**src/rtl/fwc_pkg.sv**
```systemverilog
package fwc_pkg;
    localparam int BYTE_W   = 8;
    localparam int FRAME_W  = 16;
    localparam int NBYTES   = FRAME_W / BYTE_W;
    localparam int IDX_W    = (NBYTES > 1) ? $clog2(NBYTES) : 1;
    localparam int ADDR_W   = 2 + IDX_W;
    localparam int LOW_W    = FRAME_W - BYTE_W;
    localparam int TOP_IDX  = NBYTES - 1;

    typedef logic [FRAME_W-1:0] frame_t;
    typedef logic [BYTE_W-1:0]  byte_t;

    typedef enum logic [1:0] {
        TGT_CUR   = 2'd0,
        TGT_START = 2'd1,
        TGT_LAST  = 2'd2,
        TGT_NONE  = 2'd3
    } tgt_e;

    typedef struct packed {
        tgt_e             tgt;
        logic [IDX_W-1:0] idx;
    } addr_t;

    typedef enum logic [1:0] {
        ACT_KEEP,
        ACT_STEP,
        ACT_LOAD_NEW,
        ACT_LOAD_OLD
    } act_e;

    function automatic tgt_e tgt_of(input int t);
        return (t == 0) ? TGT_START : TGT_LAST;
    endfunction

    function automatic byte_t pick_byte(input frame_t v, input logic [IDX_W-1:0] i);
        return v[i*BYTE_W +: BYTE_W];
    endfunction

    function automatic frame_t frame_inc(input frame_t v);
        return v + frame_t'(1);
    endfunction
endpackage

```
**src/rtl/fwc_regfile.sv**
```systemverilog
module fwc_regfile
    import fwc_pkg::*;
#(
    parameter frame_t START_RST = '0,
    parameter frame_t LAST_RST  = '1
) (
    input  logic   clk,
    input  logic   rst,
    input  logic   wr_en,
    input  addr_t  wr_addr,
    input  byte_t  wr_data,
    output frame_t start_q,
    output frame_t last_q,
    output logic   start_commit,
    output frame_t start_new
);
    frame_t             val_q   [2];
    logic [LOW_W-1:0]   stage_q [2];
    logic               commit  [2];

    for (genvar t = 0; t < 2; t++) begin : g_reg
        localparam frame_t RST_V = (t == 0) ? START_RST : LAST_RST;
        logic hit;
        assign hit       = wr_en && (wr_addr.tgt == tgt_of(t));
        assign commit[t] = hit && (wr_addr.idx == IDX_W'(TOP_IDX));

        for (genvar b = 0; b < NBYTES - 1; b++) begin : g_stage
            always_ff @(posedge clk) begin
                if (rst)
                    stage_q[t][b*BYTE_W +: BYTE_W] <= '0;
                else if (hit && wr_addr.idx == IDX_W'(b))
                    stage_q[t][b*BYTE_W +: BYTE_W] <= wr_data;
            end
        end

        always_ff @(posedge clk) begin
            if (rst)
                val_q[t] <= RST_V;
            else if (commit[t])
                val_q[t] <= {wr_data, stage_q[t]};
        end
    end

    assign start_q      = val_q[0];
    assign last_q       = val_q[1];
    assign start_commit = commit[0];
    assign start_new    = {wr_data, stage_q[0]};
endmodule

```
**src/rtl/fwc_count_core.sv**
```systemverilog
module fwc_count_core
    import fwc_pkg::*;
#(
    parameter frame_t START_RST = '0
) (
    input  logic   clk,
    input  logic   rst,
    input  logic   frame_done,
    input  logic   hold,
    input  logic   start_commit,
    input  frame_t start_new,
    input  frame_t start_q,
    input  frame_t last_q,
    output frame_t cur_q,
    output logic   pending_q,
    output logic   wrap_q
);
    logic   at_last;
    logic   wrap_now;
    act_e   act;
    logic   pend_d;

    assign at_last  = (cur_q == last_q);
    assign wrap_now = frame_done && at_last;

    always_comb begin
        act    = ACT_KEEP;
        pend_d = pending_q;
        if (start_commit && !hold) begin
            act    = ACT_LOAD_NEW;
            pend_d = 1'b0;
        end else if (start_commit) begin
            if (wrap_now) begin
                act    = ACT_LOAD_NEW;
                pend_d = 1'b0;
            end else begin
                act    = frame_done ? ACT_STEP : ACT_KEEP;
                pend_d = 1'b1;
            end
        end else if (wrap_now) begin
            act    = ACT_LOAD_OLD;
            pend_d = 1'b0;
        end else if (frame_done) begin
            act    = ACT_STEP;
        end
    end

    always_ff @(posedge clk) begin
        if (rst) begin
            cur_q     <= START_RST;
            pending_q <= 1'b0;
            wrap_q    <= 1'b0;
        end else begin
            pending_q <= pend_d;
            wrap_q    <= wrap_now;
            unique case (act)
                ACT_STEP:     cur_q <= frame_inc(cur_q);
                ACT_LOAD_NEW: cur_q <= start_new;
                ACT_LOAD_OLD: cur_q <= start_q;
                default:      cur_q <= cur_q;
            endcase
        end
    end
endmodule

```
**src/rtl/fwc_read_port.sv**
```systemverilog
module fwc_read_port
    import fwc_pkg::*;
(
    input  logic   clk,
    input  logic   rst,
    input  logic   rd_en,
    input  addr_t  rd_addr,
    input  frame_t cur_q,
    input  frame_t start_q,
    input  frame_t last_q,
    output byte_t  rd_data
);
    logic [LOW_W-1:0] snap_q;
    frame_t           cur_view;

    always_ff @(posedge clk) begin
        if (rst)
            snap_q <= '0;
        else if (rd_en && rd_addr.tgt == TGT_CUR && rd_addr.idx == '0)
            snap_q <= cur_q[FRAME_W-1:BYTE_W];
    end

    assign cur_view = {snap_q, cur_q[BYTE_W-1:0]};

    always_comb begin
        unique case (rd_addr.tgt)
            TGT_CUR:   rd_data = pick_byte(cur_view, rd_addr.idx);
            TGT_START: rd_data = pick_byte(start_q, rd_addr.idx);
            TGT_LAST:  rd_data = pick_byte(last_q, rd_addr.idx);
            default:   rd_data = '0;
        endcase
    end
endmodule

```
**src/rtl/frame_wrap_counter.sv**
```systemverilog
module frame_wrap_counter
    import fwc_pkg::*;
#(
    parameter frame_t START_RST = 16'd0,
    parameter frame_t LAST_RST  = 16'd12
) (
    input  logic              clk,
    input  logic              rst,
    input  logic              wr_en,
    input  logic [ADDR_W-1:0] wr_addr,
    input  logic [BYTE_W-1:0] wr_data,
    input  logic              rd_en,
    input  logic [ADDR_W-1:0] rd_addr,
    output logic [BYTE_W-1:0] rd_data,
    input  logic              hold,
    input  logic              frame_done,
    output logic [FRAME_W-1:0] cur_frame,
    output logic              start_pending,
    output logic              wrap_pulse
);
    frame_t start_val;
    frame_t last_val;
    frame_t start_new;
    logic   start_commit;

    fwc_regfile #(.START_RST(START_RST), .LAST_RST(LAST_RST)) u_regs (
        .clk          (clk),
        .rst          (rst),
        .wr_en        (wr_en),
        .wr_addr      (addr_t'(wr_addr)),
        .wr_data      (wr_data),
        .start_q      (start_val),
        .last_q       (last_val),
        .start_commit (start_commit),
        .start_new    (start_new)
    );

    fwc_count_core #(.START_RST(START_RST)) u_core (
        .clk          (clk),
        .rst          (rst),
        .frame_done   (frame_done),
        .hold         (hold),
        .start_commit (start_commit),
        .start_new    (start_new),
        .start_q      (start_val),
        .last_q       (last_val),
        .cur_q        (cur_frame),
        .pending_q    (start_pending),
        .wrap_q       (wrap_pulse)
    );

    fwc_read_port u_rd (
        .clk     (clk),
        .rst     (rst),
        .rd_en   (rd_en),
        .rd_addr (addr_t'(rd_addr)),
        .cur_q   (cur_frame),
        .start_q (start_val),
        .last_q  (last_val),
        .rd_data (rd_data)
    );
endmodule

```
**config.mk**
```make
export PLATFORM = sky130hd
export DESIGN_NAME = frame_wrap_counter
export DESIGN_NICKNAME = d
export VERILOG_FILES = /design/src/rtl/fwc_pkg.sv /design/src/rtl/fwc_regfile.sv /design/src/rtl/fwc_count_core.sv /design/src/rtl/fwc_read_port.sv /design/src/rtl/frame_wrap_counter.sv
export SDC_FILE = /design/constraint.sdc
export NUM_CORES = 1
export LEC_CHECK = 0
export BUFFER_PORTS_ARGS = -buffer_cell sky130_fd_sc_hd__buf_4
export CAP_MARGIN = 5
export CORE_MARGIN = 2
export CORE_UTILIZATION = 53
export DETAILED_ROUTE_END_ITERATION = 8
export PLACE_DENSITY = 0.81
export SLEW_MARGIN = 30
export SYNTH_ARGS = -nofsm -noshare
export SYNTH_HDL_FRONTEND = slang
export SYNTH_SLANG_ARGS = --single-unit
```
**constraint.sdc**
```tcl
create_clock -name clk -period 2.2 [get_ports clk]
set_clock_uncertainty 0.15 [all_clocks]
set_input_delay 0.55 -clock clk [delete_from_list [all_inputs] [get_ports clk]]
set_output_delay 0.55 -clock clk [all_outputs]
set_load 0.005 [all_outputs]
```
==> impl_metrics.tcl <==
set metrics [dict create \
    clk_path_buf_depth 2 \
    diodes 0 \
    yosys_warnings 0 \
    rsz0062_at_grt "true" \
    ys_types 61 \
    vias 3735 \
    routabilityCongestion 0.966 \
    arrival_ns 2.41 \
    violations "setup timing" \
    fin_ws_ns -0.109 \
    slew_violations 0 \
    synth_common_cells "edfxtp_1 (48), and2_1 (46), nand2_1 (37)" \
    p_total_uw 3320 \
    cts.reportedPaths.clkPinSlew_ns 0.08 \
    worstSkewPairLatency_ns 0.35 \
    areaGrowthSynthToFinish_pct 29.0 \
    postRouteAntennaNets 0 \
    async_flop_share_pct 0 \
    portBuffers 45 \
    die_x_um 94.6 \
    drt-initial-drc-count 391 \
    cts_root_buf "clkbuf_8" \
    synth_most_common_cell "edfxtp_1" \
    h-tree-depth 3 \
    drive_gt1_share_pct 36.3 \
    synth_seq_area_share_pct 45.1 \
    cp-start-kind "flip-flop" \
    min_path_type "input pin to flip-flop" \
    setup-tns-final_ns -1.36 \
    post-dp-hpwl_um 9110 \
    grt_pass1_vias 3649 \
    maxCapViolCount 0 \
    wl_per_cell_um 20.7 \
    synth_area_leaders "edfxtp_1 (33%), dfxtp_1 (12%), and2_1 (6.6%)" \
    status "finished, violations left" \
    tightest_slew_ns 0.438 \
    cts.hold.buffers_added 0 \
    min_period_ns 2.31 \
    cp.required_ns 2.30 \
    synth-edff-count 48 \
    place_area_sq_um 4990 \
    die_y_um 94.6 \
    fin_crit_sh_pct 105 \
    avgViaCountPerCell 5.95 \
    grt_pass1_wl_um 20100 \
    ys_ff_latch 74 \
    io_pins 46 \
    multi_input_area_sq_um 2390 \
    firstDrtPassIters 5 \
    numCtsBuffers 9 \
    tritoncts "done" \
    synth_area_sq_um 4350 \
    dieArea_sq_um 8950 \
    end_kind "flip-flop" \
    fillers 611 \
    core-area_sq_um 8090 \
    drc 0 \
    track_usage_pct 30.5 \
    path_class "flip-flop to flip-flop" \
    synth.avg_cell_area_sq_um 9.98 \
    timing.fmax_mhz 433 \
    p_per_area_nw_per_um2 591 \
    rows 33 \
    nets 543 \
    grt_max_degree 38 \
    synth.top_cell.area_share_pct 33.1 \
    gr-total-overflow 0 \
    syn_inst 436 \
    start_util_pct 53.8 \
    hold_viol_final 0 \
    clock_sinks 74 \
    setup_viol 21 \
    synth_largest_area_cell "edfxtp_1" \
    worstPathMaxFanout 9 \
    synth_nets 461 \
    antenna_found_initial 0 \
    irDropWorstVdd_mv 0.356 \
    slew_headroom_pct 70.5 \
    ys.flop_type "edfxtp_1" \
    wl_um 13000 \
    leakage_uw 0.00223 \
    seq_area_sq_um 1970 \
    postLayoutCellArea_sq_um 5610 \
]
-- critical path: stages (launching register included) --
cell and delay [ns]:
edfxtp_1 0.48, xor2_2 0.21, nor4_4 0.42, nand3_4 0.18, or2_4 0.36, mux2i_1 0.15, o311ai_1 0.25
-- stage by stage --
| stage | util (%) | std cells | worst slack [ns] | hold WS, ns |
|---|---|---|---|---|
| floorplan | - | 436 | 0.0196 | 0.314 |
| global placement | 61.6 | 600 | -0.208 | 0.324 |
| detailed placement | 61.6 | 600 | -0.284 | 0.341 |
| CTS | 68.0 | 625 | -0.0451 | 0.327 |
| global route | 69.3 | 628 | -0.198 | 0.361 |
| finish | 69.3 | 628 | -0.109 | 0.342 |
-- path summary, 6_finish.rpt --
check	to	depth (start not counted)	startpoint	slack [ns]
max reg2reg	u_core.cur_q[4]$_SDFFE_PP0P_	6	u_regs.val_q[1][6]$_SDFFCE_PN0P_	-0.11
max	u_core.cur_q[4]$_SDFFE_PP0P_	6	u_regs.val_q[1][6]$_SDFFCE_PN0P_	-0.11
min reg2reg	u_rd.snap_q[1]$_SDFFE_PP0P_	2	u_rd.snap_q[1]$_SDFFE_PP0P_	0.36
min	u_core.wrap_q$_SDFF_PP0_	3	frame_done	0.34
-- where the power goes --
| part | internal [uW] | switching, uW | total [uW] |
|---|---|---|---|
| Combinational | 290 | 316 | 606 |
| Clock | 536 | 564 | 1100 |
| Sequential | 1550 | 62.8 | 1610 |
| Total | 2380 | 942 | 3320 |
-- layer usage --
| layer | GRT usage, % | vias up | wire (um) | part of all wire (%) |
|---|---|---|---|---|
| met2 | 49.3 | 224 | 6060 | 47 |
| li1 | - | 1743 | - | - |
| met1 | 39.8 | 1722 | 5320 | 41 |
| met3 | 5.11 | 46 | 886 | 6.8 |
| met5 | 0 | - | 0 | 0 |
| met4 | 14.4 | 0 | 725 | 5.6 |
-- cell type report --
type                            instances  area share [%]
Timing Repair Buffer                  107            15.8
Tap cell                              105            2.34
Sequential cell                        74            35.1
Clock inverter                          7            1.36
Inverter                                6           0.624
Clock buffer                            9            2.21
Multi-Input combinational cell        320            42.6
-- cell families after synthesis --
logic type	Yosys count	synth area share, %
AO/OA/AOI/OAI	80	12.9
adder cells (fa/ha/maj)	5	1.44
multiplexers	26	6.38
buffers and inverters	42	5.58
XOR/XNOR	25	5.21
flip-flops	74	45.1
AND/OR/NAND/NOR	184	23.4
-- repair_timing --
item	in CTS	in global routing
pin swaps	26	8
setup endpoints to repair	21	24
endpoints found under the hold margin	0	0
resized for setup	62	23
buffers inserted	9	3
-- cells in the final DEF (no fill, tap or decap), types with 4 or more instances in the layout --
master / instances
xnor2_1: 12
nor2b_1: 7
a311oi_1: 7
mux2_4: 7
and2_1: 46
mux2_2: 7
a22oi_2: 7
buf_4: 92
edfxtp_1: 48
a211oi_1: 10
mux2i_1: 12
nand3_2: 5
dfxtp_1: 23
o21ai_0: 6
nor2_1: 31
nand3_1: 14
a21oi_1: 15
nand4_1: 7
clkbuf_8: 9
buf_6: 11
inv_1: 4
nand2_1: 37
xor2_1: 11
a211oi_2: 7
-- sequential cells by signal (all words and copies together), names as in the netlist --
name and cells:
u_core.wrap_q 1, u_regs.val_q 32, u_regs.stage_q 16, u_core.cur_q 16, u_rd.snap_q 8, u_core.pending_q 1
No activity file was read; power rests on OpenSTA's default activity.
